File: src/rtl/i2sFramerPkg.sv
package i2sFramerPkg;

  // strobes sent from the sequencing logic to the datapath
  typedef struct packed {
    logic wordDone;  // current edge samples the last bit of a slot
    logic commit;    // frame complete: publish staged words
    logic loadTx;    // frame boundary: latch transmit words
  } frameStrobes_t;

endpackage

File: src/rtl/i2sFramerCtrl.sv
module i2sFramerCtrl
  import i2sFramerPkg::*;
#(
  parameter int CHANNELS  = 8,
  parameter int LINES     = 4,
  parameter int SLOT_BITS = 32,
  parameter int IDX_W     = 8,
  parameter int SLOT_W    = 5
) (
  input  logic              bclk,
  input  logic              rstN,
  input  logic              ws,
  input  logic              parMode,
  output frameStrobes_t     strb,
  output logic [IDX_W-1:0]  rxIdx,
  output logic [IDX_W-1:0]  txIdx,
  output logic              frameValid
);

  localparam int CPL = CHANNELS / LINES;
  localparam logic [IDX_W-1:0] SER_LAST = IDX_W'(CHANNELS * SLOT_BITS - 1);
  localparam logic [IDX_W-1:0] PAR_LAST = IDX_W'(CPL * SLOT_BITS - 1);

  logic             wsDly;
  logic             fallDet;
  logic             synced;
  logic [IDX_W-1:0] bitCnt;

  assign fallDet = wsDly & ~ws;

  always_ff @(posedge bclk or negedge rstN) begin
    if (!rstN) begin
      wsDly      <= 1'b0;
      synced     <= 1'b0;
      bitCnt     <= '0;
      frameValid <= 1'b0;
    end else begin
      wsDly      <= ws;
      synced     <= synced | fallDet;
      bitCnt     <= fallDet ? '0 : bitCnt + 1'b1;
      frameValid <= fallDet & synced;
    end
  end

  // index of the bit sampled at this rising edge
  assign rxIdx = fallDet ? (parMode ? PAR_LAST : SER_LAST) : bitCnt;
  // index of the bit launched at the coming falling edge
  assign txIdx = bitCnt;

  always_comb begin
    strb.wordDone = (rxIdx[SLOT_W-1:0] == {SLOT_W{1'b1}});
    strb.commit   = fallDet & synced;
    strb.loadTx   = fallDet;
  end

endmodule

File: src/rtl/i2sFramerDatapath.sv
module i2sFramerDatapath
  import i2sFramerPkg::*;
#(
  parameter int CHANNELS  = 8,
  parameter int LINES     = 4,
  parameter int SLOT_BITS = 32,
  parameter int IDX_W     = 8,
  parameter int SLOT_W    = 5,
  parameter int CH_W      = 3
) (
  input  logic                          bclk,
  input  logic                          rstN,
  input  logic                          parMode,
  input  frameStrobes_t                 strb,
  input  logic [IDX_W-1:0]              rxIdx,
  input  logic [IDX_W-1:0]              txIdx,
  input  logic [LINES-1:0]              sdIn,
  input  logic [CHANNELS*SLOT_BITS-1:0] txWords,
  input  logic [CHANNELS-1:0]           muteMask,
  input  logic                          outEnable,
  output logic [CHANNELS*SLOT_BITS-1:0] rxWords,
  output logic [LINES-1:0]              sdOut,
  output logic [LINES-1:0]              sdOutEn
);

  localparam int CPL = CHANNELS / LINES;

  logic [SLOT_BITS-1:0] shReg    [LINES];
  logic [SLOT_BITS-1:0] lineWord [LINES];
  logic [SLOT_BITS-1:0] txHold   [CHANNELS];
  logic [CH_W-1:0]      rxSlot;
  logic [CH_W-1:0]      txSlot;
  logic [SLOT_W-1:0]    txBit;
  logic [LINES-1:0]     nextBit;
  logic [LINES-1:0]     sdBit;

  assign rxSlot = rxIdx[IDX_W-1:SLOT_W];
  assign txSlot = txIdx[IDX_W-1:SLOT_W];
  assign txBit  = ~txIdx[SLOT_W-1:0];

  // receive shifters, one per line
  for (genvar l = 0; l < LINES; l++) begin : g_line
    always_ff @(posedge bclk or negedge rstN) begin
      if (!rstN) shReg[l] <= '0;
      else       shReg[l] <= {shReg[l][SLOT_BITS-2:0], sdIn[l]};
    end
    assign lineWord[l] = {shReg[l][SLOT_BITS-2:0], sdIn[l]};
  end

  // per-channel staging and published words
  for (genvar c = 0; c < CHANNELS; c++) begin : g_ch
    localparam int              PLINE = c / CPL;
    localparam logic [CH_W-1:0] PSLOT = CH_W'(c % CPL);
    localparam logic [CH_W-1:0] SSLOT = CH_W'(c);
    logic                 hit;
    logic [SLOT_BITS-1:0] word;
    logic [SLOT_BITS-1:0] stage;
    logic [SLOT_BITS-1:0] pub;

    assign hit  = strb.wordDone && (parMode ? (rxSlot == PSLOT) : (rxSlot == SSLOT));
    assign word = parMode ? lineWord[PLINE] : lineWord[0];

    always_ff @(posedge bclk or negedge rstN) begin
      if (!rstN) begin
        stage <= '0;
        pub   <= '0;
      end else begin
        if (hit)         stage <= word;
        if (strb.commit) pub   <= hit ? word : stage;
      end
    end
    assign rxWords[c*SLOT_BITS +: SLOT_BITS] = pub;
  end

  // transmit words latched at the frame boundary, mute applied here
  always_ff @(posedge bclk or negedge rstN) begin
    if (!rstN) begin
      for (int c = 0; c < CHANNELS; c++) txHold[c] <= '0;
    end else if (strb.loadTx) begin
      for (int c = 0; c < CHANNELS; c++)
        txHold[c] <= muteMask[c] ? '0 : txWords[c*SLOT_BITS +: SLOT_BITS];
    end
  end

  // bit selection per line
  always_comb begin
    nextBit = '0;
    if (parMode) begin
      for (int l = 0; l < LINES; l++) begin
        if (txSlot < CH_W'(CPL))
          nextBit[l] = txHold[CH_W'(l * CPL) + txSlot][txBit];
      end
    end else begin
      nextBit[0] = txHold[txSlot][txBit];
    end
  end

  // launch on the falling edge
  always_ff @(negedge bclk or negedge rstN) begin
    if (!rstN) sdBit <= '0;
    else       sdBit <= nextBit;
  end

  assign sdOut   = outEnable ? sdBit : '0;
  assign sdOutEn = {LINES{outEnable}};

endmodule

File: src/rtl/i2sChannelFramer.sv
module i2sChannelFramer
  import i2sFramerPkg::*;
#(
  parameter int CHANNELS  = 8,
  parameter int LINES     = 4,
  parameter int SLOT_BITS = 32
) (
  input  logic                          bclk,
  input  logic                          rstN,
  input  logic                          ws,
  input  logic [LINES-1:0]              sdIn,
  input  logic                          parMode,
  input  logic [CHANNELS+1:0]           cfgWord,
  input  logic [CHANNELS*SLOT_BITS-1:0] txWords,
  output logic [CHANNELS*SLOT_BITS-1:0] rxWords,
  output logic                          frameValid,
  output logic [LINES-1:0]              sdOut,
  output logic [LINES-1:0]              sdOutEn,
  output logic                          driveStrong
);

  localparam int IDX_W  = $clog2(CHANNELS * SLOT_BITS);
  localparam int SLOT_W = $clog2(SLOT_BITS);
  localparam int CH_W   = $clog2(CHANNELS);

  frameStrobes_t    strb;
  logic [IDX_W-1:0] rxIdx;
  logic [IDX_W-1:0] txIdx;

  i2sFramerCtrl #(
    .CHANNELS(CHANNELS), .LINES(LINES), .SLOT_BITS(SLOT_BITS),
    .IDX_W(IDX_W), .SLOT_W(SLOT_W)
  ) ctrl_i (
    .bclk(bclk), .rstN(rstN), .ws(ws), .parMode(parMode),
    .strb(strb), .rxIdx(rxIdx), .txIdx(txIdx), .frameValid(frameValid)
  );

  i2sFramerDatapath #(
    .CHANNELS(CHANNELS), .LINES(LINES), .SLOT_BITS(SLOT_BITS),
    .IDX_W(IDX_W), .SLOT_W(SLOT_W), .CH_W(CH_W)
  ) dp_i (
    .bclk(bclk), .rstN(rstN), .parMode(parMode), .strb(strb),
    .rxIdx(rxIdx), .txIdx(txIdx), .sdIn(sdIn), .txWords(txWords),
    .muteMask(cfgWord[CHANNELS+1:2]), .outEnable(cfgWord[0]),
    .rxWords(rxWords), .sdOut(sdOut), .sdOutEn(sdOutEn)
  );

  assign driveStrong = cfgWord[1];

endmodule

File: config.mk
export PLATFORM = sky130hd
export DESIGN_NAME = i2sChannelFramer
export DESIGN_NICKNAME = d
export VERILOG_FILES = /design/src/rtl/i2sFramerPkg.sv /design/src/rtl/i2sFramerCtrl.sv /design/src/rtl/i2sFramerDatapath.sv /design/src/rtl/i2sChannelFramer.sv
export SDC_FILE = /design/constraint.sdc
export NUM_CORES = 2
export LEC_CHECK = 0
export BUFFER_PORTS_ARGS = -buffer_cell sky130_fd_sc_hd__buf_2
export CORE_MARGIN = 1.5
export CORE_UTILIZATION = 55
export DETAILED_ROUTE_END_ITERATION = 7
export GPL_ROUTABILITY_DRIVEN = 0
export PLACE_DENSITY = 0.82
export SLEW_MARGIN = 40
export SYNTH_ARGS = -nofsm -noshare
export SYNTH_HDL_FRONTEND = slang
export SYNTH_SLANG_ARGS = --single-unit
File: constraint.sdc
create_clock -name bclk -period 5.7 [get_ports bclk]
set_input_delay 0.57 -clock bclk [delete_from_list [all_inputs] [get_ports bclk]]
set_output_delay 0.57 -clock bclk [all_outputs]
set_load 0.03 [all_outputs]
==> impl_metrics.yaml <==
outcome:
  outcome: "complete, no violations"
run:
  cap_violations: 0
synth:
  ys_seq_area_share_pct: 55.4
  synth_edf_count: 0
  yosysTopAreaCell: "dfrtp_1"
  ys_ff_latch: 875
  avgSynthCellArea_um2: 11.7
  synth_cell_types: 72
  yosysTopAreaCellShare_pct: 55.2
  synth_nets: 3641
  synth_common_cells: "871 x dfrtp_1, 788 x nand2_1, 256 x nand3b_1"
  ys_top_cells_by_area: "dfrtp_1 55%, mux4_2 8.5%, nand2_1 7.5%"
  synth_cells: 3365
  syn_area_um2: 39500
  ys.flop_type: "dfrtp_1"
  synth.most_common_cell: "dfrtp_1"
  synth-async-reset-ratio_pct: 100
  yosys_warnings: 0
cts:
  clock_sinks: 875
  tritoncts: "built"
  clockRootBuffer: "clkbuf_16"
  htree_levels: 3
  clock_latency_ns: 0.65
  cts_buffers: 88
  cts_buffer_depth: 3
  cts.clk_slew.worst_paths_ns: 0.07
grt:
  grt_usage_pct: 31.4
  grt_first_pass_wirelength_um: 176000
  grt_max_degree: 196
  first_global_vias: 29700
  antenna_found_initial: 19
  overflow: 0
die:
  initial_core_util_pct: 55.5
  die_area_um2: 73500
  pin_count: 540
  fp.dieW_um: 271
  rows: 98
  core_area_um2: 71200
  die_height_um: 271
timing:
  setup_viol_count_final: 0
  hold_viol: 0
  finalSetupTns_ns: 0
  drv_slew: 0
  fin_worst_skew_ns: 0.0527
  holdWs_ns: 0.0479
  worstMarginPinSlew_ns: 0.884
  max_slew_margin_pct: 41.1
final_layout:
  fillers: 5117
  drive_gt1_share_pct: 28.9
  nNetsFinal: 4093
  syn_to_final_growth_pct: 17.2
setup_path:
  critPathKind: "flip-flop to flip-flop"
  cp-end-kind: "flip-flop"
  crit_fanout: 7
  worstSetupStartpointType: "flip-flop"
  cp.arrival_ns: 3.30
  required_ns: 3.31
  reg2reg_slack_ns: 0.008
drt:
  drt_drc_violations_left: 0
  ant_nets: 0
  firstDrtPassIters: 7
  drtIter0Drc: 3143
  vias_per_cell: 6.08
  via_count: 29500
  wl_per_cell_um: 24.0
  routed_wl_um: 116000
power:
  leakage_uw: 0.0232
  fin_total_pwr_uw: 16300
  pwr_density_cell_nw_per_um2: 351
  ir_drop_v: 0.000304
min_path:
  min_path_type: "input pin to flip-flop"
place:
  hpwl_um: 79100
  io_buffer_count: 537
## kinds of logic after synthesis
family / after synthesis / share of synthesized area [%]
mux: 512 / 19.5
simple gates: 1248 / 15.0
compound gates: 362 / 5.63
flops: 875 / 55.4
xor+xnor: 7 / 0.155
fa+ha+maj: 2 / 0.0633
buf+inv: 359 / 4.25
## power by group
group          internal, µW  leakage, µW  switching [µW]  total (µW)
Sequential             6840       0.0112             530        7370
Combinational          1030       0.0106            1800        2820
Clock                  3530      0.00151            2530        6060
Total                 11400       0.0232            4860       16300
## metrics by stage
stage / instance area, µm² / util [%] / std cells / setup WS (ns)
2_1_floorplan: 39600 / - / 3365 / 0.000538
3_3_place_gp: 42900 / 60.2 / 4665 / -0.0526
3_5_place_dp: 42900 / 60.3 / 4668 / -0.0925
4_1_cts: 46000 / 64.6 / 4831 / 0.0218
5_1_grt: 46300 / 65.0 / 4847 / -0.0261
6_report: 46300 / 65.0 / 4851 / 0.00763
## metal layers
metal | vias to the layer above | track usage [%] | wire [µm]
met5 | - | 0 | 84
met3 | 420 | 8.48 | 11700
met4 | 14 | 19.0 | 7900
li1 | 12600 | - | -
met1 | 14800 | 41.9 | 44900
met2 | 1686 | 46.0 | 51800
## worst paths after layout
kind / from / to / depth (start not counted)
min reg2reg: dp_i.lineWord[33] / dp_i.lineWord[34] / 0
max in group asynchronous: rstN / dp_i.sdBit[3] / 2
max reg2reg: ctrl_i.txIdx[5] / dp_i.sdBit[1] / 7
max: ctrl_i.txIdx[5] / dp_i.sdBit[1] / 7
min in group asynchronous: rstN / dp_i.g_ch[5].pub[16] / 2
min: sdIn[3] / dp_i.lineWord[1] / 1
## timing repair
action	4_1_cts	5_1_grt
endpoints found under the hold margin	58	0
endpoints found under the setup margin	1	4
gates resized for setup	2	9
pin swaps	0	1
hold buffers	1	0
cloned	0	2
buffers inserted	0	3
## cells in the final DEF (no fill, tap or decap), types with 13 or more instances in the layout
master,synthesis,final
mux4_1,29,29
nor2b_1,38,37
mux2i_1,138,138
nor2_1,88,88
dfrtp_1,871,867
nand3_1,37,37
nand3b_1,256,256
clkbuf_16,0,90
clkbuf_1,155,17
mux2_2,183,183
a21o_1,32,32
buf_12,4,13
a21oi_1,140,138
nand2_1,788,785
buf_2,40,535
mux4_2,149,149
o21ai_0,106,105
inv_1,103,103
buf_4,21,48
clkbuf_8,2,25
## cell type report
| type | count | area, µm² | share of cell area, % |
|---|---|---|---|
| diodes | 12 | 30.0 | 0.0649 |
| multi-input cells | 2131 | 16000 | 34.6 |
| well taps | 950 | 1190 | 2.57 |
| clock inverters | 32 | 485 | 1.05 |
| repair buffers | 615 | 3640 | 7.87 |
| flip-flops and latches | 875 | 21900 | 47.3 |
| clock buffers | 130 | 2610 | 5.64 |
| inverters | 106 | 404 | 0.873 |
## flip-flops by register name, indices dropped and copies added, names as in the netlist
register / flops
dp_i.g_ch.stage: 224
ctrl_i.synced: 1
ctrl_i.frameValid: 1
dp_i.sdBit: 4
ctrl_i.txIdx: 8
ctrl_i.wsDly: 1
dp_i.g_ch.word: 31
dp_i.g_ch.pub: 256
dp_i.txHold: 256
dp_i.lineWord: 93
## critical path: stages, from the launching register on
cell and delay [ns]:
dfrtp_4 0.53, buf_4 0.17, mux4_4 0.63, mux2_2 0.31, o221a_4 0.27, o311ai_4 0.31
o22ai_1 0.14, a211o_1 0.28
Note: power is estimated with default switching activity, not from simulation.
